**src/rtl/ldst_pkg.sv**
```systemverilog
package ldst_pkg;

  typedef enum logic [1:0] {
    MASK_VEC    = 2'b00,
    MASK_X      = 2'b01,
    MASK_Y      = 2'b10,
    MASK_SCALAR = 2'b11
  } mask_mode_e;

  localparam logic [2:0] OP_LDW = 3'b001;
  localparam logic [2:0] OP_LDX = 3'b010;
  localparam logic [2:0] OP_LDY = 3'b011;
  localparam logic [2:0] OP_STW = 3'b100;
  localparam logic [2:0] OP_STX = 3'b101;
  localparam logic [2:0] OP_STY = 3'b110;

  localparam logic [2:0] ALU_ADD = 3'b000;
  localparam logic [2:0] ALU_SUB = 3'b001;
  localparam logic [2:0] ALU_AND = 3'b010;
  localparam logic [2:0] ALU_OR  = 3'b011;
  localparam logic [2:0] ALU_XOR = 3'b100;

  // strobes from control to datapath
  typedef struct packed {
    logic [2:0] op;
    logic       latchReq;
    logic       latchAddr;
    logic       memRead;
    logic       captureRd;
    logic       finish;
  } ldst_strobe_t;

endpackage

```
**src/rtl/ldst_alu_slice.sv**
```systemverilog
module ldst_alu_slice #(
  parameter int W = 9
) (
  input  logic [2:0]   aluOp,
  input  logic [W-1:0] lhs,
  input  logic [W-1:0] rhs,
  output logic [W-1:0] res
);
  import ldst_pkg::*;

  always_comb begin
    case (aluOp)
      ALU_ADD: res = lhs + rhs;
      ALU_SUB: res = lhs - rhs;
      ALU_AND: res = lhs & rhs;
      ALU_OR:  res = lhs | rhs;
      ALU_XOR: res = lhs ^ rhs;
      default: res = lhs;
    endcase
  end
endmodule

```
**src/rtl/ldst_addr_gen.sv**
```systemverilog
module ldst_addr_gen #(
  parameter int HALF_W = 9,
  localparam int WORD_W = 2 * HALF_W
) (
  input  ldst_pkg::mask_mode_e mode,
  input  logic [2:0]           aluOp,
  input  logic [WORD_W-1:0]    opA,
  input  logic [WORD_W-1:0]    opB,
  output logic [WORD_W-1:0]    addr
);
  import ldst_pkg::*;

  logic [1:0][HALF_W-1:0] halfRes;  // [0] x ordinate, [1] y ordinate
  logic [WORD_W-1:0]      wordRes;

  for (genvar h = 0; h < 2; h++) begin : g_half
    ldst_alu_slice #(.W(HALF_W)) slice_i (
      .aluOp(aluOp),
      .lhs  (opA[h*HALF_W +: HALF_W]),
      .rhs  (opB[h*HALF_W +: HALF_W]),
      .res  (halfRes[h])
    );
  end

  ldst_alu_slice #(.W(WORD_W)) word_i (
    .aluOp(aluOp),
    .lhs  (opA),
    .rhs  (opB),
    .res  (wordRes)
  );

  always_comb begin
    case (mode)
      MASK_SCALAR: addr = wordRes;
      MASK_X:      addr = {{HALF_W{1'b0}}, halfRes[0]};
      MASK_Y:      addr = {halfRes[1], {HALF_W{1'b0}}};
      default:     addr = {halfRes[1], halfRes[0]};
    endcase
  end
endmodule

```
**src/rtl/ldst_ctrl.sv**
```systemverilog
module ldst_ctrl (
  input  logic                   clk,
  input  logic                   rstN,
  input  logic                   reqValid,
  input  logic [2:0]             reqOp,
  output ldst_pkg::ldst_strobe_t strb,
  output logic                   busy,
  output logic                   done
);
  import ldst_pkg::*;

  typedef enum logic [2:0] {
    ST_IDLE, ST_CALC, ST_READ, ST_MERGE, ST_FINISH
  } ctrl_state_e;

  ctrl_state_e state;
  logic [2:0]  opReg;
  logic        opValid;
  logic        accept;

  assign opValid = (reqOp != 3'b000) && (reqOp != 3'b111);
  assign accept  = (state == ST_IDLE) && reqValid && opValid;

  always_ff @(posedge clk or negedge rstN) begin
    if (!rstN) begin
      state <= ST_IDLE;
      opReg <= '0;
    end else begin
      case (state)
        ST_IDLE:   if (accept) begin
                     state <= ST_CALC;
                     opReg <= reqOp;
                   end
        ST_CALC:   state <= ST_READ;
        ST_READ:   state <= ST_MERGE;
        ST_MERGE:  state <= ST_FINISH;
        default:   state <= ST_IDLE;
      endcase
    end
  end

  always_comb begin
    strb.op        = opReg;
    strb.latchReq  = accept;
    strb.latchAddr = (state == ST_CALC);
    strb.memRead   = (state == ST_READ) && (opReg != OP_STW);
    strb.captureRd = (state == ST_MERGE);
    strb.finish    = (state == ST_FINISH);
  end

  assign busy = (state != ST_IDLE);
  assign done = (state == ST_FINISH);
endmodule

```
**src/rtl/ldst_datapath.sv**
```systemverilog
module ldst_datapath #(
  parameter int HALF_W = 9,
  localparam int WORD_W = 2 * HALF_W
) (
  input  logic                   clk,
  input  logic                   rstN,
  input  ldst_pkg::ldst_strobe_t strb,
  input  logic [1:0]             reqMode,
  input  logic [2:0]             reqAluOp,
  input  logic [WORD_W-1:0]      opA,
  input  logic [WORD_W-1:0]      opB,
  input  logic [WORD_W-1:0]      srcData,
  input  logic [WORD_W-1:0]      memRdData,
  output logic [WORD_W-1:0]      memAddr,
  output logic                   memRdEn,
  output logic                   memWrEn,
  output logic [WORD_W-1:0]      memWrData,
  output logic                   rfWrEn,
  output logic [1:0]             rfWrHalf,
  output logic [WORD_W-1:0]      rfWrData
);
  import ldst_pkg::*;

  mask_mode_e        modeReg;
  logic [2:0]        aluReg;
  logic [WORD_W-1:0] aReg, bReg, srcReg;
  logic [WORD_W-1:0] addrReg, dataReg;
  logic [WORD_W-1:0] addrNext, mergeWord;
  logic [1:0]        halfSel;

  ldst_addr_gen #(.HALF_W(HALF_W)) addr_i (
    .mode (modeReg),
    .aluOp(aluReg),
    .opA  (aReg),
    .opB  (bReg),
    .addr (addrNext)
  );

  // word that ends up in dataReg once memory data is in hand
  always_comb begin
    case (strb.op)
      OP_STW:  mergeWord = srcReg;
      OP_STX:  mergeWord = {memRdData[WORD_W-1:HALF_W], srcReg[HALF_W-1:0]};
      OP_STY:  mergeWord = {srcReg[WORD_W-1:HALF_W], memRdData[HALF_W-1:0]};
      default: mergeWord = memRdData;
    endcase
  end

  always_ff @(posedge clk or negedge rstN) begin
    if (!rstN) begin
      modeReg <= MASK_VEC;
      aluReg  <= '0;
      aReg    <= '0;
      bReg    <= '0;
      srcReg  <= '0;
      addrReg <= '0;
      dataReg <= '0;
    end else begin
      if (strb.latchReq) begin
        modeReg <= mask_mode_e'(reqMode);
        aluReg  <= reqAluOp;
        aReg    <= opA;
        bReg    <= opB;
        srcReg  <= srcData;
      end
      if (strb.latchAddr) addrReg <= addrNext;
      if (strb.captureRd) dataReg <= mergeWord;
    end
  end

  always_comb begin
    case (strb.op)
      OP_LDX:  halfSel = 2'b01;
      OP_LDY:  halfSel = 2'b10;
      default: halfSel = 2'b11;
    endcase
  end

  assign memAddr   = addrReg;
  assign memRdEn   = strb.memRead;
  assign memWrEn   = strb.finish && strb.op[2];
  assign memWrData = dataReg;
  assign rfWrEn    = strb.finish && !strb.op[2];
  assign rfWrHalf  = rfWrEn ? halfSel : 2'b00;
  assign rfWrData  = dataReg;
endmodule

```
**src/rtl/ldst_unit.sv**
```systemverilog
module ldst_unit #(
  parameter int HALF_W = 9,
  localparam int WORD_W = 2 * HALF_W
) (
  input  logic              clk,
  input  logic              rstN,
  input  logic              reqValid,
  input  logic [2:0]        reqOp,
  input  logic [1:0]        reqMode,
  input  logic [2:0]        reqAluOp,
  input  logic [WORD_W-1:0] opA,
  input  logic [WORD_W-1:0] opB,
  input  logic [WORD_W-1:0] srcData,
  output logic              busy,
  output logic              done,
  output logic [WORD_W-1:0] memAddr,
  output logic              memRdEn,
  output logic              memWrEn,
  output logic [WORD_W-1:0] memWrData,
  input  logic [WORD_W-1:0] memRdData,
  output logic              rfWrEn,
  output logic [1:0]        rfWrHalf,
  output logic [WORD_W-1:0] rfWrData
);
  import ldst_pkg::*;

  ldst_strobe_t strb;

  ldst_ctrl ctrl_i (
    .clk     (clk),
    .rstN    (rstN),
    .reqValid(reqValid),
    .reqOp   (reqOp),
    .strb    (strb),
    .busy    (busy),
    .done    (done)
  );

  ldst_datapath #(.HALF_W(HALF_W)) dp_i (
    .clk      (clk),
    .rstN     (rstN),
    .strb     (strb),
    .reqMode  (reqMode),
    .reqAluOp (reqAluOp),
    .opA      (opA),
    .opB      (opB),
    .srcData  (srcData),
    .memRdData(memRdData),
    .memAddr  (memAddr),
    .memRdEn  (memRdEn),
    .memWrEn  (memWrEn),
    .memWrData(memWrData),
    .rfWrEn   (rfWrEn),
    .rfWrHalf (rfWrHalf),
    .rfWrData (rfWrData)
  );
endmodule

```
**config.mk**
```make
export PLATFORM = sky130hd
export DESIGN_NAME = ldst_unit
export DESIGN_NICKNAME = d
export VERILOG_FILES = /design/src/rtl/ldst_pkg.sv /design/src/rtl/ldst_alu_slice.sv /design/src/rtl/ldst_addr_gen.sv /design/src/rtl/ldst_ctrl.sv /design/src/rtl/ldst_datapath.sv /design/src/rtl/ldst_unit.sv
export SDC_FILE = /design/constraint.sdc
export NUM_CORES = 1
export LEC_CHECK = 0
export BUFFER_PORTS_ARGS = -buffer_cell sky130_fd_sc_hd__buf_2
export CAP_MARGIN = 10
export CORE_ASPECT_RATIO = 1.1
export CORE_MARGIN = 2
export CORE_UTILIZATION = 49
export CTS_CLUSTER_DIAMETER = 120
export CTS_CLUSTER_SIZE = 10
export DETAILED_ROUTE_END_ITERATION = 16
export PLACE_DENSITY_LB_ADDON = 0.08
export SLEW_MARGIN = 5
export SYNTH_ARGS = -nofsm -noshare
export SYNTH_HDL_FRONTEND = slang
export SYNTH_SLANG_ARGS = --single-unit
```
**constraint.sdc**
```tcl
create_clock -name clk -period 9.45 [get_ports clk]
set_clock_uncertainty 0.2 [all_clocks]
set_input_delay 0.4725 -clock clk [delete_from_list [all_inputs] [get_ports clk]]
set_output_delay 0.4725 -clock clk [all_outputs]
set_load 0.005 [all_outputs]
```
==> flow_summary.toml, run 1 <==
[routing]
drt_pre_antenna_iters = 5
post_drt_wl_per_cell_um = 16.9
via_count = 5991
drt_iter0_drc = 409
drt-total-wl_um = 18100
vias_per_cell = 5.57
route.detailed.drc = 0
drtAntennaViolNets = 0

[global_route]
overflow = 0
grt_usage = 0.240
antenna_found_initial = 0
first_global_vias = 5966
grt_pass1_wl_um = 29400
grt_max_degree = 68

[synth]
synth-warning-count = 0
synthFlopType = "dfrtp_1"
syn_area_sq_um = 7120
synth-seq-cells = 101
async_reset_ff_frac = 1.00
synth-edff-count = 0
synthCells = 769
synth.avg_cell_area_sq_um = 9.26
synthesis.nets = 917
ys_seq_area_frac = 0.355
synthDistinctLibCells = 56

[final_layout]
antenna_cells = 0
area_growth_pct = 14.3
drive_above_1_share = 0.266
fillers = 1311
fin_nets = 1028

[worst_setup_path]
arrival_ns = 4.39
cp_cell_sequence = "nor2_1, nand2_1, nor2_1, a21o_1, inv_1, ha_1, nor2b_1, o21a_1, o21a_1, o41ai_1, nor4bb_1, nor3_1, a21oi_1"
cp_max_fo = 27
worstPathRequired_ns = 9.48
slowest_delay_ns = 0.70
end_kind = "flop"
critical_path_class = "flop to flop"
start_kind = "flop"
reg2reg_slack_ns = 5.10
slowest_stage = "dfrtp_1"

[floorplan]
dieHeight_um = 130
core.rowCount = 46
coreArea_sq_um = 14300
boundaryPins = 144
dieArea_sq_um = 15500
die_w_um = 119
start_util = 0.497

[timing]
max_freq_mhz = 230
finalWorstSetupSlack_ns = 5.10
slew_headroom = 0.208
period_minus_slack_ns = 4.35
finalMaxSlewViolations = 0
tightest_slew_ns = 1.19
setup_violations = 0
fin_crit_sh = 0.461
finalSetupTns_ns = 0
rsz0062_at_grt = "no"
finalHoldViolCount = 0

[clock_network]
htree_levels = 3
cts_buffers = 9
clkLatencyLatePin_ns = 0.36
clockBufferDepth = 2
root_buffer = "clkbuf_16"
post_cts_resized = 0
clkTransAtPathRegs_ns = 0.07
cts_tree = "done"
cts_sinks = 101

[min_path]
hold_path_class = "input pin to flop"

[flow_run]
maxCapViolations = 0

[placement]
dp_slack_ns = 5.24
port_buffers = 143
post-dp-hpwl_um = 13800
gp_congestion = 0.917

[run_status]
status = "complete, no violations"
per-stage QoR:
stage               hold slack, ns  utilization  instance area [sq um]  instances
detailed placement           0.256        0.549                   7860       1060
global placement             0.247        0.549                   7860       1060
global route                 0.141        0.568                   8130       1075
CTS                          0.132        0.568                   8130       1075
floorplan                  -0.0231            -                   7120        769
finish                       0.143        0.568                   8130       1075
logic make-up after synthesis:
kind of cell / Yosys count / share of synthesized area
buf+inv: 99 / 0.0631
compound gates: 193 / 0.166
simple gates: 186 / 0.119
mux: 87 / 0.133
flops: 101 / 0.355
xor+xnor: 38 / 0.0468
fa+ha+maj: 65 / 0.116
registers in the layout, summed over array words and instances (netlist names):
name,count
dp_i.srcReg,18
dp_i.modeReg,2
ctrl_i.opReg,3
dp_i.aluReg,3
dp_i.aReg,18
ctrl_i.state,3
dp_i.memAddr,18
dp_i.bReg,18
dp_i.memWrData,18
layer usage:
layer	up-vias	GRT usage	routed length (um)
li1	2911	-	-
met1	2858	0.311	7980
met2	200	0.408	8600
met3	22	0.0451	1220
met4	0	0.0826	322
met5	-	0	0
cells in the mapped netlist, types with 3 or more instances:
master	instances	area, sq um
a211oi_1	5	37.5
a21o_1	5	37.5
a21oi_1	51	255
a221oi_1	3	26.3
a22oi_1	4	30.0
a31oi_1	5	31.3
and2_1	3	18.8
buf_4	18	135
clkbuf_1	28	105
dfrtp_1	101	2530
ha_1	63	788
inv_1	50	188
mux2_2	63	709
mux2i_1	24	240
nand2_1	59	221
nand2b_1	7	43.8
nand3_1	8	40.0
nand4_1	4	25.0
nor2_1	68	255
nor2b_1	6	37.5
nor3_1	13	65.1
nor3b_1	3	22.5
o211ai_1	8	60.1
o21a_1	8	60.1
o21ai_0	63	315
o22ai_1	17	106
o31ai_1	5	37.5
or2_2	3	18.8
xnor2_1	30	263
xor2_1	8	70.1
layout make-up:
type                       count  area [sq um]  area share
tap                          192           240      0.0295
clock buffer                   9           225      0.0277
multi-input combinational    569          4150       0.510
sequential                   101          2530       0.311
timing repair buffer         149           766      0.0941
inverter                      50           188      0.0231
clock inverter                 5          36.3     0.00446
path summary, 6_finish.rpt:
check / cells past startpoint / startpoint / end
min in group asynchronous: 2 / rstN / dp_i.aReg[7]
hold / removal: 2 / opA[10] / dp_i.aReg[10]
setup / recovery: 13 / dp_i.aluReg[2] / dp_i.memAddr[16]
setup reg to reg: 13 / dp_i.aluReg[2] / dp_i.memAddr[16]
hold reg to reg: 2 / dp_i.memAddr[8] / dp_i.memAddr[8]
max in group asynchronous: 3 / rstN / dp_i.srcReg[2]
placed cells by master (no fill, tap or decap), types with 7 or more instances in the layout:
cell type	n
dfrtp_1	101
xor2_1	8
ha_1	63
o21ai_0	63
nand2_1	59
buf_2	142
nor3_1	13
nor2_1	68
nand3_1	7
o211ai_1	8
mux2i_1	24
clkbuf_16	9
inv_1	50
o22ai_1	17
mux2_2	63
nand2b_1	7
o21a_1	8
a21oi_1	51
xnor2_1	30
critical path: cells and delay by family, from the launching register on:
family	cells	cell delay (ns)
and+or+nand+nor	6	1.89
AOI/OAI and AO/OA	5	1.14
DFF	1	0.70
adders and majority gates	1	0.26
buffers and inverters	1	0.05
repair_timing:
item,4_1_cts,5_1_grt
hold buffers,1,0
setup buffers,0,0
hold endpoints to repair,34,0
Power of run 1 is left out: the tool's default activity adds up to more than one toggle a clock period on the data nets, which glitch-free logic cannot reach.
==> inputs of run 2 (changes only) <==
clock period = 4.39 ns   (was 9.45 ns; I/O delays follow)
==> run 2 against run 1 <==
Routed wire length increased by 12%. Maximum frequency increased by 21%. Register-to-register slack got worse by 4.3 ns. Sequential cell count unchanged. Non-clock buffer count increased by 87. Core utilization increased by 6.1 points. Count of clock-buffer cells in the layout increased by 2.
==> flow_summary.toml, run 2 (same netlist as run 1, synthesis figures left out) <==
[run_status]
status = "complete, no violations"

[routing]
drtAntennaViolNets = 0
post_drt_wl_per_cell_um = 17.4
route.detailed.drc = 0
drt_iter0_drc = 423
drt-total-wl_um = 20200
drt_pre_antenna_iters = 5
via_count = 6434
vias_per_cell = 5.53

[global_route]
grt_usage = 0.268
antenna_found_initial = 0
grt_max_degree = 56
grt_pass1_wl_um = 32800
first_global_vias = 6569
overflow = 0

[final_layout]
final_util = 0.628
finalNonFillerCells = 1164
antenna_cells = 0
fin_nets = 1115
final_common_cell = "buf_2"
fillers = 1228
final_cell_mix = "buf_2 (142), dfrtp_1 (101), dlygate4sd3_1 (80)"
register_area_sq_um = 2530
drive_above_1_share = 0.250
multiInputGateArea_sq_um = 4150
area_growth_pct = 26.5

[floorplan]
dieArea_sq_um = 15500
coreArea_sq_um = 14300
start_util = 0.497
die_w_um = 119
dieHeight_um = 130
core.rowCount = 46
boundaryPins = 144

[worst_setup_path]
end_kind = "flop"
crit_buf_inv = 0
cp_max_fo = 6
cp_cell_sequence = "nor2_1, and4_2, nand3_1, o21ai_0, xnor2_1, ha_1, a211oi_1, nand2_1, nor3_1, a21oi_1, mux2_2, nand2_1, a21oi_1"
critical_path_class = "flop to flop"
critPathTopFamily = "simple AND/OR/NAND/NOR gates"
slowest_stage = "dfrtp_1"
slowest_delay_ns = 0.45
arrival_ns = 3.65
start_kind = "flop"
worstPathRequired_ns = 4.43

[clock_network]
post_cts_resized = 0
clkTransAtPathRegs_ns = 0.07
root_buffer = "clkbuf_16"
cts_buffers = 9
cts_sinks = 101
clockBufferDepth = 2
clkLatencyLatePin_ns = 0.36
ctsHoldBuffers = 80
htree_levels = 3
cts_tree = "done"
postCtsSetupRepairBufs = 0

[min_path]
hold_path_class = "input pin to flop"

[power]
p_leak_nw = 4.34
ir_worst_vdd_mv = 0.357
power_density_nw_per_um2 = 920

[placement]
placedCellCount = 1067
gp_congestion = 0.926
post-dp-hpwl_um = 14300
port_buffers = 143

[timing]
finalHoldViolCount = 0
tightest_slew_ns = 1.19
rsz0062_at_grt = "no"
finalMaxSlewViolations = 0
finalSetupTns_ns = 0
max_freq_mhz = 277
period_minus_slack_ns = 3.61
fin_crit_sh = 0.823
setup_violations = 0
slew_headroom = 0.204

[flow_run]
maxCapViolations = 0
run 2: cell count changes in the layout (fill, tap and decap cells not counted):
cell / previous run / this run
dlygate4sd3_1: 1 / 80
buf_4: 6 / 13
clkbuf_1: 0 / 2
buf_8: 0 / 1
clkinv_2: 2 / 1
clkinv_4: 1 / 0
clkinvlp_4: 0 / 1
inv_8: 0 / 1
run 2: path summary, 6_finish.rpt:
path / slack (ns) / start / to / cells past startpoint
max: 0.78 / dp_i.bReg[2] / dp_i.memAddr[16] / 13
min: 0.007 / memRdData[11] / dp_i.memWrData[11] / 3
max reg2reg: 0.78 / dp_i.bReg[2] / dp_i.memAddr[16] / 13
min reg2reg: 0.27 / dp_i.memAddr[8] / dp_i.memAddr[8] / 2
max in group asynchronous: 2.98 / rstN / dp_i.memWrData[8] / 3
min in group asynchronous: 0.16 / rstN / dp_i.aReg[6] / 2
run 2: layout make-up:
| class | instances | share of cell area |
|---|---|---|
| Multi-Input combinational cell | 569 | 0.461 |
| Sequential cell | 101 | 0.281 |
| Timing Repair Buffer | 236 | 0.180 |
| Tap cell | 192 | 0.0267 |
| Clock buffer | 11 | 0.0258 |
| Inverter | 50 | 0.0208 |
| Clock inverter | 5 | 0.00459 |
run 2: worst register-to-register path: stages, from the launching register on:
cell,delay (ns)
dfrtp_1,0.45
nor2_1,0.28
and4_2,0.30
nand3_1,0.20
o21ai_0,0.26
xnor2_1,0.16
ha_1,0.33
a211oi_1,0.40
nand2_1,0.14
nor3_1,0.23
a21oi_1,0.12
mux2_2,0.30
nand2_1,0.06
a21oi_1,0.05
run 2: power by group:
group	internal (mW)	total (mW)	leakage, nW	switching (mW)
Sequential	1.40	1.93	1.21	0.530
Clock	0.393	0.775	0.132	0.382
Combinational	2.50	5.58	3.00	3.08
run 2: stage by stage:
stage	power, mW	setup slack [ns]	hold WS [ns]	instance area, sq um
6_report	8.29	0.778	0.00651	9000
5_1_grt	9.05	0.520	0.0401	9000
4_1_cts	8.21	0.818	0.0221	8990
3_5_place_dp	7.35	0.845	0.0137	7920
3_3_place_gp	7.21	0.942	0.0126	7920
2_1_floorplan	5.98	1.03	-0.276	7120
run 2: metal layers:
layer / up-vias / routed length [um] / GRT usage
li1: 3093 / - / -
met1: 3102 / 9160 / 0.349
met2: 211 / 9610 / 0.454
met3: 28 / 1110 / 0.0556
met4: 0 / 337 / 0.0812
met5: - / 0 / 0
Power figures use the tool's default switching activity.
==> inputs of run 3 (changes only) <==
ABC_AREA = 1   (was unset)
clock period = 3.2 ns   (was 4.39 ns; I/O delays follow)
==> run 3 against run 2 <==
Global-route usage rose by 2.7 points. Maximum frequency increased by 18%. Highest routed layer unchanged. Final area up 8.0%. Worst setup slack lost 0.64 ns. Count of clock-buffer cells in the layout unchanged. Non-clock buffer count up 43. Largest cell class unchanged.
==> flow_summary.toml, run 3 <==
[clock_network]
cts_buffers = 9
htree_levels = 3
cts_sinks = 101
clkTransAtPathRegs_ns = 0.07
cts_tree = "done"
root_buffer = "clkbuf_16"
clockBufferDepth = 2
clkLatencyLatePin_ns = 0.36

[final_layout]
final_common_cell = "nand2_1"
final_cell_mix = "nand2_1 (317), buf_2 (142), inv_1 (110)"
register_area_sq_um = 2530
fillers = 1282
drive_above_1_share = 0.211
antenna_cells = 0
multiInputGateArea_sq_um = 4290
stdcell_area_sq_um = 9730
area_growth_pct = 33.4
fin_nets = 1406

[global_route]
antenna_found_initial = 0
overflow = 0
first_global_vias = 7478
grt_max_degree = 70
grt_pass1_wl_um = 37100
grt_usage = 0.295

[synth]
ys_seq_area_frac = 0.346
synth-edff-count = 0
synth_most_common_cell = "nand2_1"
yosys-top-cells-count = "nand2_1 (324), inv_1 (113), dfrtp_1 (101)"
synth-warning-count = 0
synthFlopType = "dfrtp_1"
synth-seq-cells = 101
synthCells = 1018
synthesis.nets = 1166
yosysTopAreaCellShare = 0.346
synthDistinctLibCells = 48
yosysTopAreaCell = "dfrtp_1"
syn_area_sq_um = 7300
async_reset_ff_frac = 1.00
synth.avg_cell_area_sq_um = 7.17
ys_top_cells_by_area = "dfrtp_1 (35%), nand2_1 (17%), ha_1 (11%)"

[power]
ir_worst_vdd_mv = 0.485
p_leak_nw = 5.08
power_density_nw_per_um2 = 1250
total_power_mw = 12.2

[routing]
drt_iter0_drc = 529
route.detailed.drc = 0
drt-total-wl_um = 23500
post_drt_wl_per_cell_um = 16.1
vias_per_cell = 5.31
via_count = 7730
drt_pre_antenna_iters = 5
drtAntennaViolNets = 0

[worst_setup_path]
critical_path_class = "flop to flop"
timing.rr.end = "dp_i.memAddr[14]"
start_kind = "flop"
worstPathRequired_ns = 3.25
r2r-start = "dp_i.bReg[4]"
arrival_ns = 3.12
end_kind = "flop"
reg2reg_slack_ns = 0.14
reg2regPathDepth = 17
cp_max_fo = 5

[floorplan]
die_w_um = 120
dieArea_sq_um = 15900
dieHeight_um = 132
coreArea_sq_um = 14500
start_util = 0.503
boundaryPins = 144
core.rowCount = 46

[placement]
port_buffers = 143
dp_slack_ns = -0.0477
gp_congestion = 0.925
placed_area_sq_um = 8340
post-dp-hpwl_um = 16500

[run_status]
status = "complete, no violations"

[timing]
finalHoldViolCount = 0
setup_violations = 0
timing.hold.ws_ns = 0.112
fin_crit_sh = 0.958
finalMaxSlewViolations = 0
finalWorstSetupSlack_ns = 0.136
slew_headroom = 0.380
max_freq_mhz = 326
period_minus_slack_ns = 3.06
tightest_slew_ns = 0.929

[min_path]
hold_path_class = "input pin to flop"
hold_path_end = "dp_i.srcReg[10]"
hold_path_depth = 5
hold_start = "reqValid"

[flow_run]
maxCapViolations = 0
## run 3: changes by cell type after synthesis, sizes merged, moves of 12 or more
cell and change:
inv +65, xnor2 -29, a21oi -14, mux2 -63, mux2i -23, o21ai +25
buf +13, nand3 +58, clkbuf -12, a31oi +15, nand2 +266, o22ai -16
## run 3: cell type report
cell class                 count  area share
tap                          192      0.0247
timing repair buffer         279       0.201
sequential                   101       0.260
inverter                     116      0.0448
multi-input combinational    751       0.441
clock inverter                 5     0.00437
clock buffer                  11      0.0249
## run 3: routing by layer
layer,track usage,share of wire
met1,0.387,0.43
met2,0.502,0.49
met3,0.0515,0.062
met4,0.0807,0.017
met5,0,0
## run 3: stage by stage
stage,setup TNS [ns],util,instances
after floorplan,0,-,1018
after global placement,0,0.575,1350
after detailed placement,-0.0773,0.575,1350
after CTS,0,0.651,1447
after global routing,-0.151,0.671,1455
final,0,0.671,1455
## run 3: logic make-up (layout without fill, tap and decap cells)
group | after synthesis | after routing | synth area share
flip-flops | 101 | 101 | 0.346
AO/OA/AOI/OAI | 178 | 178 | 0.141
adder cells (fa/ha/maj) | 65 | 65 | 0.114
XOR/XNOR | 20 | 20 | 0.0240
buffers and inverters | 166 | 411 | 0.0996
multiplexers | 1 | 1 | 0.00137
AND/OR/NAND/NOR | 487 | 487 | 0.274
## run 3: how the worst max path moves through the flow
stage	from	end	slack (ns)	cells after the start
2_1_floorplan	dp_i.bReg[0]	dp_i.memAddr[17]	0.17	21
3_3_place_gp	dp_i.bReg[0]	dp_i.memAddr[17]	0.06	21
3_5_place_dp	dp_i.bReg[0]	dp_i.memAddr[17]	-0.05	21
4_1_cts	dp_i.bReg[0]	dp_i.memAddr[17]	0.02	21
5_1_grt	dp_i.bReg[1]	dp_i.memAddr[15]	-0.05	22
6_report	dp_i.bReg[4]	dp_i.memAddr[14]	0.14	17
## run 3: critical path, stage by stage (launching register included)
cell     delay (ns)
dfrtp_1        0.44
nor2_1         0.22
nand3_4        0.12
o21ai_4        0.30
buf_4          0.18
xor2_2         0.17
ha_4           0.25
a21o_1         0.21
a21oi_2        0.17
nor2_1         0.06
nor2_1         0.12
nand3_1        0.09
nand3_1        0.12
nand2_1        0.09
nand2_1        0.07
nand2_1        0.05
nand2_1        0.06
nand2_1        0.04
## run 3: where the power goes
part	total, mW	internal [mW]	switching, mW
logic	8.59	3.41	5.18
registers	2.47	1.87	0.603
clock network	1.10	0.559	0.539
## run 3: timing repair
action                                  4_1_cts  5_1_grt
endpoints found under the hold margin       147        0
resized for setup                             1       55
buffers inserted                              0        8
hold buffers                                 81        0
endpoints found under the setup margin        2       11
pin swaps                                     0       18
